<file path="config.mk">
export PLATFORM = sky130hd
export DESIGN_NAME = pll_lock_monitor
export DESIGN_NICKNAME = d
export VERILOG_FILES = /design/src/rtl/lockdet_pkg.sv /design/src/rtl/phase_meter.sv /design/src/rtl/lock_filter.sv /design/src/rtl/pulse_halver.sv /design/src/rtl/pll_lock_monitor.sv
export SDC_FILE = /design/constraint.sdc
export NUM_CORES = 1
export LEC_CHECK = 0
export BUFFER_PORTS_ARGS = -buffer_cell sky130_fd_sc_hd__buf_2
export CORE_MARGIN = 2
export CORE_UTILIZATION = 51
export DETAILED_ROUTE_END_ITERATION = 6
export PLACE_DENSITY = 0.73
export SLEW_MARGIN = 5
export SYNTH_ARGS = -nofsm -noshare
export SYNTH_HDL_FRONTEND = slang
export SYNTH_SLANG_ARGS = --single-unit
</file>
<file path="constraint.sdc">
create_clock -name clk -period 1.7 [get_ports clk]
set_input_delay 0.17 -clock clk [delete_from_list [all_inputs] [get_ports clk]]
set_output_delay 0.17 -clock clk [all_outputs]
set_load 0.05 [all_outputs]
</file>
<file path="src/rtl/lockdet_pkg.sv">
package lockdet_pkg;
  localparam logic [2:0] SEL_LOCK = 3'b100;
  localparam logic [2:0] SEL_FVH  = 3'b101;
  localparam logic [2:0] SEL_FRH  = 3'b110;

  typedef enum logic [1:0] {
    PM_IDLE    = 2'd0,
    PM_WAIT_FV = 2'd1,
    PM_WAIT_FR = 2'd2
  } pm_state_t;
endpackage

</file>
<file path="src/rtl/phase_meter.sv">
module phase_meter
  import lockdet_pkg::*;
#(
  parameter int THRESH     = 2,
  parameter int MISS_LIMIT = 64
) (
  input  logic clk,
  input  logic rst,
  input  logic hold,
  input  logic fr_pls,
  input  logic fv_pls,
  output logic cmp_valid,
  output logic cmp_close
);
  localparam int CW = $clog2(MISS_LIMIT + 1);

  pm_state_t   st;
  logic [CW-1:0] cnt;
  logic        lead_hit, lag_hit;

  // In a wait state, lag is the partner pulse and lead is a repeat of the opener
  always_comb begin
    lead_hit = (st == PM_WAIT_FV) ? fr_pls : fv_pls;
    lag_hit  = (st == PM_WAIT_FV) ? fv_pls : fr_pls;
  end

  always_ff @(posedge clk) begin
    if (rst || hold) begin
      st        <= PM_IDLE;
      cnt       <= '0;
      cmp_valid <= 1'b0;
      cmp_close <= 1'b0;
    end else begin
      cmp_valid <= 1'b0;
      cmp_close <= 1'b0;
      case (st)
        PM_IDLE: begin
          if (fr_pls && fv_pls) begin
            cmp_valid <= 1'b1;
            cmp_close <= (THRESH > 0);
          end else if (fr_pls) begin
            st  <= PM_WAIT_FV;
            cnt <= CW'(1);
          end else if (fv_pls) begin
            st  <= PM_WAIT_FR;
            cnt <= CW'(1);
          end
        end
        PM_WAIT_FV, PM_WAIT_FR: begin
          if (lag_hit) begin
            cmp_valid <= 1'b1;
            cmp_close <= (int'(cnt) < THRESH);
            st        <= PM_IDLE;
            cnt       <= '0;
          end else if (lead_hit) begin
            cmp_valid <= 1'b1;
            cmp_close <= 1'b0;
            cnt       <= CW'(1);
          end else if (cnt >= CW'(MISS_LIMIT)) begin
            cmp_valid <= 1'b1;
            cmp_close <= 1'b0;
            st        <= PM_IDLE;
            cnt       <= '0;
          end else begin
            cnt <= cnt + CW'(1);
          end
        end
        default: begin
          st  <= PM_IDLE;
          cnt <= '0;
        end
      endcase
    end
  end
endmodule

</file>
<file path="src/rtl/lock_filter.sv">
module lock_filter #(
  parameter int MATCH_NEED = 4
) (
  input  logic clk,
  input  logic rst,
  input  logic hold,
  input  logic cmp_valid,
  input  logic cmp_close,
  output logic locked
);
  localparam int RW = $clog2(MATCH_NEED + 1);

  logic [RW-1:0] run;

  always_ff @(posedge clk) begin
    if (rst || hold) begin
      run    <= '0;
      locked <= 1'b0;
    end else if (cmp_valid) begin
      if (cmp_close) begin
        if (run < RW'(MATCH_NEED)) run <= run + RW'(1);
        if (run >= RW'(MATCH_NEED - 1)) locked <= 1'b1;
      end else begin
        run    <= '0;
        locked <= 1'b0;
      end
    end
  end
endmodule

</file>
<file path="src/rtl/pulse_halver.sv">
module pulse_halver (
  input  logic clk,
  input  logic rst,
  input  logic hold,
  input  logic pls,
  output logic half
);
  always_ff @(posedge clk) begin
    if (rst || hold) half <= 1'b0;
    else if (pls)    half <= ~half;
  end
endmodule

</file>
<file path="src/rtl/pll_lock_monitor.sv">
module pll_lock_monitor
  import lockdet_pkg::*;
#(
  parameter int THRESH     = 2,
  parameter int MATCH_NEED = 4,
  parameter int MISS_LIMIT = 64
) (
  input  logic       clk,
  input  logic       rst,
  input  logic       fr_pls,
  input  logic       fv_pls,
  input  logic       standby,
  input  logic [2:0] ld_sel,
  output logic       ld_out
);
  localparam int NSRC = 2;

  logic            cmp_valid, cmp_close, locked;
  logic [NSRC-1:0] pls_vec, half_vec;
  logic            ld_q;

  assign pls_vec = {fv_pls, fr_pls};

  phase_meter #(.THRESH(THRESH), .MISS_LIMIT(MISS_LIMIT)) meter_i (
    .clk(clk), .rst(rst), .hold(standby),
    .fr_pls(fr_pls), .fv_pls(fv_pls),
    .cmp_valid(cmp_valid), .cmp_close(cmp_close)
  );

  lock_filter #(.MATCH_NEED(MATCH_NEED)) filt_i (
    .clk(clk), .rst(rst), .hold(standby),
    .cmp_valid(cmp_valid), .cmp_close(cmp_close), .locked(locked)
  );

  // index 0: reference stream, index 1: feedback stream
  for (genvar i = 0; i < NSRC; i++) begin : g_half
    pulse_halver half_i (
      .clk(clk), .rst(rst), .hold(standby),
      .pls(pls_vec[i]), .half(half_vec[i])
    );
  end

  always_ff @(posedge clk) begin
    if (rst) begin
      ld_q <= 1'b0;
    end else if (standby) begin
      ld_q <= 1'b1;
    end else begin
      case (ld_sel)
        SEL_LOCK: ld_q <= locked;
        SEL_FVH:  ld_q <= half_vec[1];
        SEL_FRH:  ld_q <= half_vec[0];
        default:  ld_q <= 1'b0;
      endcase
    end
  end

  assign ld_out = ld_q;
endmodule

</file>
### Word level (Yosys, flattened, before mapping)

Cells that the tools add are included.
Widths: inputs -> output; s select.

* input bits: 8
* output and inout bits: 1
* word-level logic and storage cells: 65
* bits in registers: 18

* $add $sub $neg: 2
* multiplexer cells: 29
* reductions and logical operators: 8
* eq/ne operators: 11
* bitwise logic cells: 2
* order comparisons: 4

Operators with widths (count)
* $mux 7: 6
* $pmux 7 s2: 1
* $mux 2: 6
* $mux 1: 10
* $eq 3x3->1 const B: 3
* $add 7x1->7 const B: 1
* $ge 7x7->1 const B: 1
* $lt 7x2->1 const B: 1
* $mux 3: 2
* $ne 3x3->1 const B: 2
* $reduce_and 2->1: 3
* $ne 2x1->1 const B: 2
* $pmux 1 s2: 2
* $pmux 2 s2: 1
* $reduce_and 4->1: 1
* $add 3x1->3 const B: 1
* $ge 3x2->1 const B: 1
* $lt 3x3->1 const B: 1
* $ne 3x1->1 const B: 1
* $pmux 1 s3: 1
* $eq 2x1->1 const B: 1
* $eq 2x2->1 const B: 1
* $logic_not 2->1: 1
* $ne 2x2->1 const B: 1
* 4 further kinds: 5

### Depth between registers and ports, before layout

Gate-level depths: netlist of run 1.

* depth in word-level cells: 5
* mapped depth: 6
* gate-level depth less buffers: 6

### Hierarchy

Synthesis of run 1 repeated with hierarchy kept, for this count alone.

* cells, all modules: 115
* area, all modules: 1046.0 um^2

Modules (own cells, without submodules)
* phase_meter: seq. area each 220.2 um^2, cells each 82, area an instance 686.9 um^2, instances 1
* lock_filter: seq. area each 80.1 um^2, cells each 21, area an instance 225.2 um^2, instances 1
* pulse_halver: seq. area each 20.0 um^2, cells each 3, area an instance 38.8 um^2, instances 2
* pll_lock_monitor: seq. area each 20.0 um^2, cells each 6, area an instance 56.3 um^2, instances 1

### Worst setup path before layout of run 1

OpenSTA, ideal clock, no wires.

* path type: reg-to-reg
* from: register meter_i.st[0]
* to: register meter_i.st[0]
* path slack: 85 ps
* data arrival time: 1544 ps
* buffers on the path: 0
* setup time: 71 ps
* required time: 1629 ps
* period minus slack after synthesis: 1615 ps
* stages on the path, launching flop included: 7
* cell sequence: dfxtp_1 inv_1 ha_1 nand2b_1 a21oi_1 or4_1 a21oi_1

* cells in the longest elaborated chain, start to end: 4
* elaborated cells between the ends (all ways): 13
* classes of those cells: eq/ne (6); mux (4); reduce/logical (3)

RTL lines
* from (decl): line phase_meter.sv:17 `pm_state_t st;`
* from (signal assigned): line phase_meter.sv:29 `st <= PM_IDLE;`
* from (signal assigned): line phase_meter.sv:42 `st <= PM_WAIT_FV;`
* from (signal assigned): line phase_meter.sv:45 `st <= PM_WAIT_FR;`
* $eq 2x2->1 or $eq 2x1->1 (tied branches): line phase_meter.sv:36, phase_meter.sv:23, phase_meter.sv:24
* $reduce_or 2->1, or another cell as far along: line phase_meter.sv:36 `case (st)`
* $ne 3x3->1 (no line), or another cell as far along
* $reduce_and 4->1 (no line) or $pmux 2 s2 (tied branches)

Parallel ways exist; a longest one is shown, timed or not.
A chain may end at the register's enable or synchronous reset.

### Final worst setup path of run 1

* from: register meter_i.st[1]
* to: register meter_i.cmp_close

* cells in the longest elaborated chain, start to end: 4
* elaborated cells between the ends (all ways): 7
* classes of those cells: eq/ne (2); mux (3); reduce/logical (2)

RTL lines
* $eq 2x1->1: line phase_meter.sv:23, phase_meter.sv:24, phase_meter.sv:36
* $mux 1: line phase_meter.sv:24 `lag_hit = (st == PM_WAIT_FV) ? fv_pls : fr_pls;`
* $mux 1: line phase_meter.sv:50 `if (lag_hit) begin`
* $pmux 1 s2 (*): line phase_meter.sv:36
* to (signal assigned): line phase_meter.sv:40 `cmp_close <= (THRESH > 0);`
* to (signal assigned): line phase_meter.sv:52 `cmp_close <= (int'(cnt) < THRESH);`
* to (decl): line phase_meter.sv:13 `output logic cmp_close`

Mark *: on every way between the ends. The rest lies on a longest branch, timed or not.

==> results of run 1 <==
## report_power, final
group | leakage (nW) | switching [W] | internal [W] | total, W
Sequential | 0.146 | 0.00000718 | 0.000430 | 0.000437
Combinational | 0.250 | 0.0000593 | 0.0000394 | 0.0000987
Clock | 0.0210 | 0.000138 | 0.000131 | 0.000269
## cells in the final DEF (no fill, tap or decap), drive strengths merged
cell / netlist / final
a2111oi: 3 / 3
a211o: 1 / 1
a211oi: 1 / 1
a21boi: 1 / 1
a21o: 1 / 1
a21oi: 11 / 11
a31oi: 1 / 1
and3: 1 / 1
buf: 1 / 13
clkbuf: 3 / 4
dfxtp: 18 / 18
ha: 7 / 7
inv: 8 / 8
mux2i: 2 / 2
nand2: 7 / 7
nand2b: 1 / 1
nand3: 6 / 6
nand4: 2 / 2
nor2: 14 / 14
nor2b: 1 / 1
nor3b: 1 / 1
nor4: 1 / 1
nor4b: 1 / 1
nor4bb: 1 / 1
o21ai: 3 / 3
o21bai: 1 / 1
o22ai: 1 / 1
o311ai: 3 / 3
or2: 1 / 1
or3: 1 / 1
or4: 3 / 3
xnor2: 7 / 7
## flip-flops by register name (all words and copies together), names as in the netlist
register / flops
meter_i.cnt: 7
filt_i.run: 3
g_half.half_i.half: 2
meter_i.st: 2
filt_i.locked: 1
ld_out: 1
meter_i.cmp_close: 1
meter_i.cmp_valid: 1
## final timing paths
kind / start / to / cells after the start
setup / recovery: meter_i.st[1] / meter_i.cmp_close / 5
hold / removal: rst / ld_out / 2
setup reg to reg: meter_i.st[1] / meter_i.cmp_close / 5
hold reg to reg: filt_i.run[1] / filt_i.run[1] / 2
## final cells by class
class	count	share of cell area
Sequential cell	18	0.3222
Clock buffer	4	0.03233
Tap cell	25	0.02787
Inverter	8	0.02676
Multi-Input combinational cell	84	0.5217
Timing Repair Buffer	13	0.06912
## worst max-delay path, delay by kind of cell (launching register included)
family	cells	cell delay (ps)
flops	1	350
buf+inv	1	80
fa+ha+maj	1	300
compound gates	1	210
simple gates	2	620
## metrics by stage
step                std cells  total power, W  hold slack, ps
finish                    152       0.0008048           27.23
global route              152       0.0008369           21.99
CTS                       152       0.0007988           25.02
detailed placement        147       0.0005349           346.4
global placement          147       0.0005326           336.8
floorplan                 114       0.0005060           242.4
## routing by layer
layer,share of wire,track usage
met5,0,0
met4,0.021,0.08333
met3,0.045,0.03396
met2,0.46,0.3351
met1,0.47,0.2844
## cell families (layout without fill, tap and decap cells)
| group | count (synthesis) | in the layout |
|---|---|---|
| muxes | 2 | 2 |
| adders and majority gates | 7 | 7 |
| buffers and inverters | 12 | 25 |
| AOI/OAI and AO/OA | 27 | 27 |
| and+or+nand+nor | 41 | 41 |
| xor gates and xnor gates | 7 | 7 |
| DFF | 18 | 18 |
## repair_timing
action / CTS / global route
setup endpoints to repair: 2 / 5
gates resized for setup: 1 / 5
buffers inserted: 1 / 0
==> flow_summary.toml, run 1 <==
[die]
die_y_um = 47.47
row_count = 15
ios = 9
core_area_um2 = 1745
die_w_um = 47.47
die_area_um2 = 2253
initial_core_util = 0.5520

[place]
globalplace.congestion = 0.8075
dp_hpwl_um = 1421
dp_slack_ps = -11.69
io_buffers = 8
place_area_um2 = 1049

[logic_synthesis]
yosys.area.top_type = "dfxtp_1"
yosysSeqAreaShare = 0.3740
synth-compound-area-share = 0.1870
synth_area_leaders = "dfxtp_1 37%, ha_1 9.1%, xnor2_1 6.4%"
yosysMostFrequentCell = "dfxtp_1"
syn_nets = 129
synth_edf_count = 0
synthFlopType = "dfxtp_1"
synthMuxAreaShare = 0.02078
synth_top_family_by_area = "simple AND/OR/NAND/NOR gates"
yosysUniqueCellTypes = 33
synth_area_per_cell_um2 = 8.451
synth_xor_area_frac = 0.06364
synth_fa_ha_area_frac = 0.09091
synth-simple-area-share = 0.2156
syn_inst = 114
synth_warnings = 0
netlist_area_um2 = 963.4
synthArstFlopShare = 0
ys_ff_latch = 18
synthTopCellsByCount = "18 x dfxtp_1, 14 x nor2_1, 11 x a21oi_1"
synth_top_area_share = 0.3740

[detailed_routing]
vias = 862
drt_first_pass_iters = 4
wl_um = 1982
ant_nets = 0
first_iter_violations = 29
avgViaCountPerCell = 5.671
drt-wirelength-per-cell_um = 13.04
route.detailed.drc = 0

[sta]
final_max_slew_viol_count = 0
period_share = 0.9658
finalHoldViolations = 0
fmax_mhz = 609.1
setup-violations-final = 0
rsz0062_at_grt = "no"
finalSetupTns_ps = 0
relSlewSlack = 0.6772
layout_min_cycle_time_ps = 1642
finalClockSkew_ps = 1.106
worstMarginPinSlew_ps = 484.2
setup_ws_ps = 58.19

[global_routing]
grt_pass1_wl_um = 3312
grt_use_total = 0.2103
grt_overflow = 0
antenna_found_initial = 0
grt_pass1_vias = 800
grt_start_max_net_pins = 14

[cells_and_area]
nets = 143
drive_gt1_frac = 0.1811
diodes = 0
fillers = 146
final_util = 0.6430
final_cell_area_um2 = 1122
regArea_um2 = 361.6
syn_to_final_growth_pct = 16.49
multiInputGateArea_um2 = 585.6

[setup_path]
crit_arrival_ps = 1870
endpoint_kind = "flip-flop"
cpMaxStageDelayCell = "or4_4"
cp_data_required_time_ps = 1930
rrSetupSlack_ps = 60
worstSetupPathType = "flip-flop to flip-flop"
max_stage_delay_ps = 520
worstPathCellList = "inv_1 > ha_4 > nand2b_1 > or4_4 > a211oi_2"
critPathMaxFanout = 5
start_kind = "flip-flop"

[job]
maxCapViolCount = 0

[run_status]
status = "finished, final reports clean"

[cts]
clockBufferDepth = 2
cts_tree = "yes"
clk_pin_slew_ps = 100
root_buffer = "clkbuf_4"
cts.sinks = 18
worst_skew_pair.late_latency_ps = 300
htree_num_levels = 1
cts_hold_buffers = 0
cts_buffers = 3

[power]
power_density_nw_per_um2 = 717.1
ir_drop_uv = 477.3
leakage_nw = 0.4176

[worst_hold_path]
hold_class = "input pin to flip-flop"
No activity file was read; power rests on OpenSTA's default activity.
==> inputs of run 2 (changes only) <==
- PLACE_DENSITY: 0.73 -> 0.76
==> run 2 against run 1 <==
  * First-iteration DRC count fell by 28%
  * Largest power group unchanged
  * Power fell by 0.76%
  * Combinational power barely moved
  * Critical endpoint is now meter_i.cnt[1]
==> flow_summary.toml, run 2 (synthesized netlist as in run 1, its figures left out) <==
[setup_path]
startpoint = "meter_i.st[1]"
cpMaxStageDelayCell = "nor4bb_1"
path_delay_family = "simple AND/OR/NAND/NOR gates"
worstSetupPathType = "flip-flop to flip-flop"
cp_data_required_time_ps = 1930
rrSetupSlack_ps = 70
reg2regPathDepth = 7
max_stage_delay_ps = 370
cp-endpoint = "meter_i.cnt[1]"
crit_cells = 7
reg2reg_to = "meter_i.cnt[1]"
path_buf_inv = 2
start_kind = "flip-flop"
critPathMaxFanout = 5
crit_arrival_ps = 1860
endpoint_kind = "flip-flop"
worstPathCellList = "inv_1 > ha_4 > nand2b_1 > buf_4 > nor4bb_1 > nand2_1 > a21oi_1"
crit-reg2reg-launch = "meter_i.st[1]"

[cts]
clk_pin_slew_ps = 100
htree_num_levels = 1
worst_skew_pair.late_latency_ps = 290
cts_buffers = 3
cts_hold_buffers = 0
root_buffer = "clkbuf_4"
cts.sinks = 18
cts_tree = "yes"
clockBufferDepth = 2

[cells_and_area]
regArea_um2 = 361.6
fillers = 151
largest_reg_flops = 7
layout_common_cells = "17 x dfxtp_1, 14 x nor2_1, 11 x a21oi_1"
top_regs = "meter_i.cnt: 7 flops, filt_i.run: 3 flops"
drive_gt1_frac = 0.1811
layout_commonest_cell = "dfxtp_1"
top_register = "meter_i.cnt"
final_cell_area_um2 = 1126
syn_to_final_growth_pct = 16.88
multiInputGateArea_um2 = 589.3
nets = 143
final_util = 0.6452
diodes = 0

[sta]
setup-violations-final = 0
finalHoldViolations = 0
worstMarginPinSlew_ps = 476.0
rsz0062_at_grt = "no"
final_max_slew_viol_count = 0
layout_min_cycle_time_ps = 1632
fmax_mhz = 612.7
period_share = 0.9601
finalClockSkew_ps = 1.302
setup_ws_ps = 67.89
relSlewSlack = 0.6826
finalSetupTns_ps = 0

[detailed_routing]
first_iter_violations = 21
vias = 855
ant_nets = 0
route.detailed.drc = 0
avgViaCountPerCell = 5.625
drt-wirelength-per-cell_um = 13.24
wl_um = 2012
drt_first_pass_iters = 7

[worst_hold_path]
hold_class = "input pin to flip-flop"
hold_path_depth = 2

[power]
power_density_nw_per_um2 = 709.3
ir_drop_uv = 451.2
leakage_nw = 0.4167
power_w = 0.0007987

[global_routing]
antenna_found_initial = 0
grt_start_max_net_pins = 14
grt_overflow = 0
grt_pass1_wl_um = 3132
grt_pass1_vias = 739
grt_use_total = 0.1994

[die]
row_count = 15
ios = 9
initial_core_util = 0.5520
core_area_um2 = 1745
die_y_um = 47.47
die_w_um = 47.47
die_area_um2 = 2253

[run_status]
status = "finished, final reports clean"

[place]
place_area_um2 = 1049
dp_slack_ps = -15.38
dp_hpwl_um = 1408
globalplace.congestion = 0.8434
io_buffers = 8

[job]
maxCapViolCount = 0
## run 2: changes by cell type in the layout (fill, tap and decap cells not counted)
| cell | before | now |
|---|---|---|
| o311ai_1 | 3 | 2 |
| o311ai_2 | 0 | 1 |
| or4_1 | 2 | 3 |
| or4_4 | 1 | 0 |
## run 2: repair_timing
| item | CTS | global route |
|---|---|---|
| hold endpoints to repair | 0 | 0 |
| setup endpoints to repair | 2 | 5 |
| gates resized for setup | 1 | 5 |
| buffers inserted | 1 | 0 |
## run 2: routing by layer
layer / up-vias / part of all wire / global-route usage
li1: 432 / - / -
met1: 396 / 0.50 / 0.2844
met2: 22 / 0.45 / 0.2892
met3: 5 / 0.032 / 0.04528
met4: 0 / 0.018 / 0.08333
met5: - / 0 / 0
## run 2: per-stage QoR
stage / instances / hold slack (ps)
CTS: 152 / 23.88
global route: 152 / 19.48
detailed placement: 147 / 344.0
global placement: 147 / 338.8
floorplan: 114 / 242.4
finish: 152 / 29.85
## run 2: worst min-delay path by stage
stage	from	to	slack, ps
floorplan	rst	ld_out	240
global placement	rst	ld_out	340
detailed placement	rst	ld_out	340
CTS	rst	ld_out	20
global route	rst	ld_out	20
finish	rst	ld_out	30
## run 2: layout make-up
type | count | share of cell area
multi-input combinational | 84 | 0.5233
sequential | 18 | 0.3211
timing repair buffer | 13 | 0.06889
clock buffer | 4 | 0.03222
tap | 25 | 0.02778
inverter | 8 | 0.02667
## run 2: power by group
group | total (W) | switching [W] | internal, W
clock network | 0.000262 | 0.000131 | 0.000131
logic | 0.000101 | 0.0000610 | 0.0000395
registers | 0.000436 | 0.00000640 | 0.000430
total | 0.000799 | 0.000199 | 0.000600
## run 2: worst reg2reg max path: stages, from the launching register on
cell and delay (ps):
dfxtp_2 350, inv_1 80, ha_4 290, nand2b_1 90
buf_4 150, nor4bb_1 370, nand2_1 100, a21oi_1 140
